==> config.mk <==
export PLATFORM = sky130hd
export DESIGN_NAME = pk_alu
export DESIGN_NICKNAME = d
export VERILOG_FILES = /design/src/rtl/pk_alu.sv
export SDC_FILE = /design/constraint.sdc
export NUM_CORES = 2
export LEC_CHECK = 0
export BUFFER_PORTS_ARGS = -buffer_cell sky130_fd_sc_hd__buf_2
export CAP_MARGIN = 20
export CORE_ASPECT_RATIO = 1.2
export CORE_UTILIZATION = 45
export DETAILED_ROUTE_END_ITERATION = 8
export GPL_ROUTABILITY_DRIVEN = 1
export PLACE_DENSITY_LB_ADDON = 0.1
export SLEW_MARGIN = 30
export SYNTH_ARGS = -nofsm -noshare
export SYNTH_HDL_FRONTEND = slang
export SYNTH_SLANG_ARGS = --single-unit
==> constraint.sdc <==
create_clock -name clk -period 28.7 [get_ports clk]
set_clock_uncertainty 0.1 [all_clocks]
set_input_delay 7.175 -clock clk [delete_from_list [all_inputs] [get_ports clk]]
set_output_delay 7.175 -clock clk [all_outputs]
set_load 0.02 [all_outputs]
==> src/rtl/pk_alu.sv <==
module pk_alu #(
  parameter int NREGS = 8,
  parameter int IW    = $clog2(NREGS)
) (
  input  logic          clk,
  input  logic          rst_n,
  input  logic          wr_en,
  input  logic [IW-1:0] wr_idx,
  input  logic [63:0]   wr_data,
  input  logic          iss_valid,
  input  logic [2:0]    iss_op,
  input  logic [1:0]    iss_width,
  input  logic          iss_sat,
  input  logic [IW-1:0] iss_src_a,
  input  logic [IW-1:0] iss_src_b,
  input  logic [IW-1:0] iss_dst,
  output logic          res_valid,
  output logic [63:0]   res_data
);
  localparam int NB = 8;
  localparam logic [2:0] OP_ADD = 3'd0, OP_SUB = 3'd1, OP_AND = 3'd2,
                         OP_OR  = 3'd3, OP_XOR = 3'd4;

  logic [63:0] rf [NREGS];
  logic [63:0] opa, opb, sum, arith, alu;
  logic [NB-1:0] co;
  logic is_sub, carry;
  logic [8:0] s9;
  int lmask;

  assign opa = (wr_en && wr_idx == iss_src_a) ? wr_data : rf[iss_src_a];
  assign opb = (wr_en && wr_idx == iss_src_b) ? wr_data : rf[iss_src_b];
  assign is_sub = (iss_op == OP_SUB);
  assign lmask = (1 << iss_width) - 1;

  always_comb begin
    carry = is_sub;
    sum = '0;
    co = '0;
    s9 = '0;
    for (int i = 0; i < NB; i++) begin
      if ((i & lmask) == 0) carry = is_sub;
      s9 = {1'b0, opa[i*8 +: 8]} + {1'b0, is_sub ? ~opb[i*8 +: 8] : opb[i*8 +: 8]} + {8'd0, carry};
      sum[i*8 +: 8] = s9[7:0];
      co[i] = s9[8];
      carry = s9[8];
    end
  end

  always_comb begin
    arith = sum;
    for (int i = 0; i < NB; i++) begin
      if (iss_sat && !is_sub && co[i | lmask])  arith[i*8 +: 8] = 8'hFF;
      if (iss_sat &&  is_sub && !co[i | lmask]) arith[i*8 +: 8] = 8'h00;
    end
  end

  always_comb begin
    case (iss_op)
      OP_ADD, OP_SUB: alu = arith;
      OP_AND:         alu = opa & opb;
      OP_OR:          alu = opa | opb;
      OP_XOR:         alu = opa ^ opb;
      default:        alu = '0;
    endcase
  end

  always_ff @(posedge clk) begin
    if (!rst_n) begin
      for (int r = 0; r < NREGS; r++) rf[r] <= '0;
      res_valid <= 1'b0;
      res_data  <= '0;
    end else begin
      res_valid <= iss_valid;
      if (iss_valid) begin
        res_data    <= alu;
        rf[iss_dst] <= alu;
      end
      if (wr_en) rf[wr_idx] <= wr_data;
    end
  end

  p_latency_r6: assert property (@(posedge clk) disable iff (!rst_n)
    res_valid |-> $past(iss_valid));
  p_lane0_r3: assert property (@(posedge clk) disable iff (!rst_n)
    iss_valid && iss_op == OP_ADD && !iss_sat && iss_width == 2'b00
      |=> res_data[7:0] == $past(opa[7:0] + opb[7:0]));
  p_lane1_r3: assert property (@(posedge clk) disable iff (!rst_n)
    iss_valid && iss_op == OP_ADD && !iss_sat && iss_width == 2'b00
      |=> res_data[15:8] == $past(opa[15:8] + opb[15:8]));
  p_sat_add_r5: assert property (@(posedge clk) disable iff (!rst_n)
    iss_valid && iss_op == OP_ADD && iss_sat && iss_width == 2'b11
      |=> res_data >= $past(opa));
  p_sat_sub_r5: assert property (@(posedge clk) disable iff (!rst_n)
    iss_valid && iss_op == OP_SUB && iss_sat && iss_width == 2'b11
      |=> res_data <= $past(opa));
  p_xor_r4: assert property (@(posedge clk) disable iff (!rst_n)
    iss_valid && iss_op == OP_XOR |=> res_data == $past(opa ^ opb));
  p_unused_r9: assert property (@(posedge clk) disable iff (!rst_n)
    iss_valid && iss_op > OP_XOR |=> res_data == 64'd0);
  p_fwd_r7: assert property (@(posedge clk) disable iff (!rst_n)
    iss_valid && wr_en && iss_op == OP_AND && wr_idx == iss_src_a && wr_idx == iss_src_b
      |=> res_data == $past(wr_data));
endmodule

==> results.toml <==
[setup_path]
crit_required_ns = 28.98
crit_top_cell = "fa_1"
crit_buf_inv = 4
start_kind = "input port"
cp-end-kind = "flop"
critPathKind = "in2reg"
r2r_slack_ns = 9.65
slowest_delay_ns = 0.74
cp.arrival_ns = 26.23
crit_slowest_cell = "a211oi_2"
critPathTopFamily = "compound AO/OA/AOI/OAI gates"
crit_fanout = 55

[global_route]
antenna_found_initial = 14
track_usage_pct = 33.3
grt_pass1_wl_mm = 215
grt_start_max_net_pins = 84
grt_pass1_vias = 31600
gr-total-overflow = 0

[cts]
cts-htree-levels = 3
cts_setup_buffers = 0
cts_hold_buffers = 0
cts_resized = 0
clock_latency_ns = 0.65
cts-buffers-inserted = 68
clock_sinks = 577
clk_pin_slew_ns = 0.06
clk_path_buf_depth = 3
clockRootBuffer = "clkbuf_16"
cts_tree = "done"

[route]
route.detailed.drc = 0
ant_nets = 0
drtPass1Iterations = 6
viasPerCell = 6.84
wl_per_cell_um = 32.5
vias = 31500
drt_iter0_markers = 3616
totalWireLength_mm = 150

[logic_synthesis]
synth-async-reset-ratio_pct = 0
syn-cell-area_sq_um = 39400
synth_top_area_share_pct = 39.0
seq_area_frac_synth_pct = 42.3
synth_top_area_cell = "edfxtp_1"
synth_edf_count = 512
yosysMostFrequentCell = "edfxtp_1"
synth_cells = 3436
ys_ff_latch = 577
syn_area_per_cell_sq_um = 11.5
synth_cell_types = 67
yosys_warnings = 0
synthTopCellsByCount = "512 x edfxtp_1, 352 x a22o_1, 288 x o21ai_0"
synth_ff_type = "edfxtp_1"
ys_top_cells_by_area = "edfxtp_1 39%, mux4_2 15%, a22o_1 7.8%, ha_1 5.8%, mux2i_1 4.0%"
synthesis.nets = 3721

[placed_design]
gp_congestion = 0.894
post-dp-hpwl_mm = 86.5
dpl_cell_area_sq_um = 41200
preCtsSetupSlack_ns = 2.26
io_buffers = 150

[sta]
finalHoldViolCount = 0
period_minus_slack_ns = 25.94
worstMarginPinSlew_ns = 1.12
slew_headroom_pct = 24.2
rsz0062_at_grt = "no"
maxSlewViolCount = 0
tns_ns = 0
fin_crit_sh_pct = 90.4
fmax_mhz = 38.5
fin_ws_ns = 2.76
final-setup-viol-count = 0

[final_layout]
syn2layout_area_growth_pct = 10.6
layout-drive-gt1-share_pct = 20.3
n_fill_cell = 7687
final_cell_area_sq_um = 43600
layout.nets = 3683

[power]
peakVddDrop_v = 0.0000444
power.density_nw_per_um2 = 60.1
p_leak_nw = 17.1

[floorplan]
die_h_um = 326
start_util_pct = 45.5
io_pins = 151
core-area_sq_um = 86500
rows = 118
die_w_um = 272
die-area_sq_um = 88700

[min_path]
hold_path_class = "reg2reg"

[job]
max_cap_violations = 0

[run_status]
status = "complete, no violations"
[layout make-up]
cell class	instances	area, sq um	area share, %
clock buffer	91	1990	4.56
tap	1140	1430	3.28
sequential	577	16700	38.3
antenna	9	22.5	0.0517
multi-input combinational	2336	20900	48.0
timing repair buffer	240	1530	3.52
clock inverter	33	337	0.773
inverter	175	659	1.51
[report_power, final]
group | internal [mW] | leakage (nW) | switching (mW)
Combinational | 0.258 | 10.1 | 0.442
Sequential | 0.968 | 5.87 | 0.0251
Clock | 0.543 | 1.14 | 0.380
[final timing paths]
kind / to / start / cells past startpoint
worst max register to register: rf[5][8] / rf[6][0] / 62
worst min register to register: res_data[57] / res_data[57] / 2
worst min-delay path: res_data[57] / res_data[57] / 2
worst max-delay path: rf[5][8] / iss_src_b[0] / 63
[metrics by stage]
step                      hold WS [ns]  instances  util, %  power (mW)
after floorplan                  0.454       3436        -        1.49
after global placement           0.366       4455     47.4        1.67
after detailed placement         0.373       4464     47.6        1.70
after CTS                        0.387       4588     50.3        2.61
after global routing             0.405       4598     50.3        2.71
final                            0.385       4601     50.3        2.62
[cell usage in the layout (no fill, tap or decap), drive strengths merged, types with 21 or more instances in the layout]
cell type    n
a22o       352
nor3        21
clkbuf      94
clkinv      21
a21o        21
o31ai       21
or2         25
o21ba       25
mux2i      157
nand2      285
ha         184
mux4       256
buf        233
a22oi       26
inv        178
a211oi      39
dfxtp       65
o21ai      309
nor2       175
edfxtp     512
a21oi      133
xnor2       98
[worst reg2reg max path: cells and delay by family, from the launching register on]
family	cells	cell delay [ns]
AOI/OAI and AO/OA	38	9.06
adders and majority gates	15	7.45
buffers and inverters	2	0.28
DFF	1	0.41
muxes	2	0.82
and+or+nand+nor	5	0.70
[per-layer routing]
layer  global-route usage [%]  wire, um
met3                     5.76     13600
met5                        0        46
met1                     40.6     55100
met2                     56.7     73900
met4                     16.6      7130
[registers in the layout, indices dropped and copies added, names as in the netlist]
signal,count
res_valid,1
res_data,64
rf,512
[logic make-up (layout without fill, tap and decap cells)]
family	count (synthesis)	count (layout)	share of synthesized area, %
fa+ha+maj	199	199	6.61
buf+inv	523	539	5.04
compound gates	1033	1033	18.7
other cells	0	9	0
simple gates	576	576	6.15
mux	416	416	18.7
flops	577	577	42.3
xor+xnor	112	112	2.49
Power figures use the tool's default switching activity.
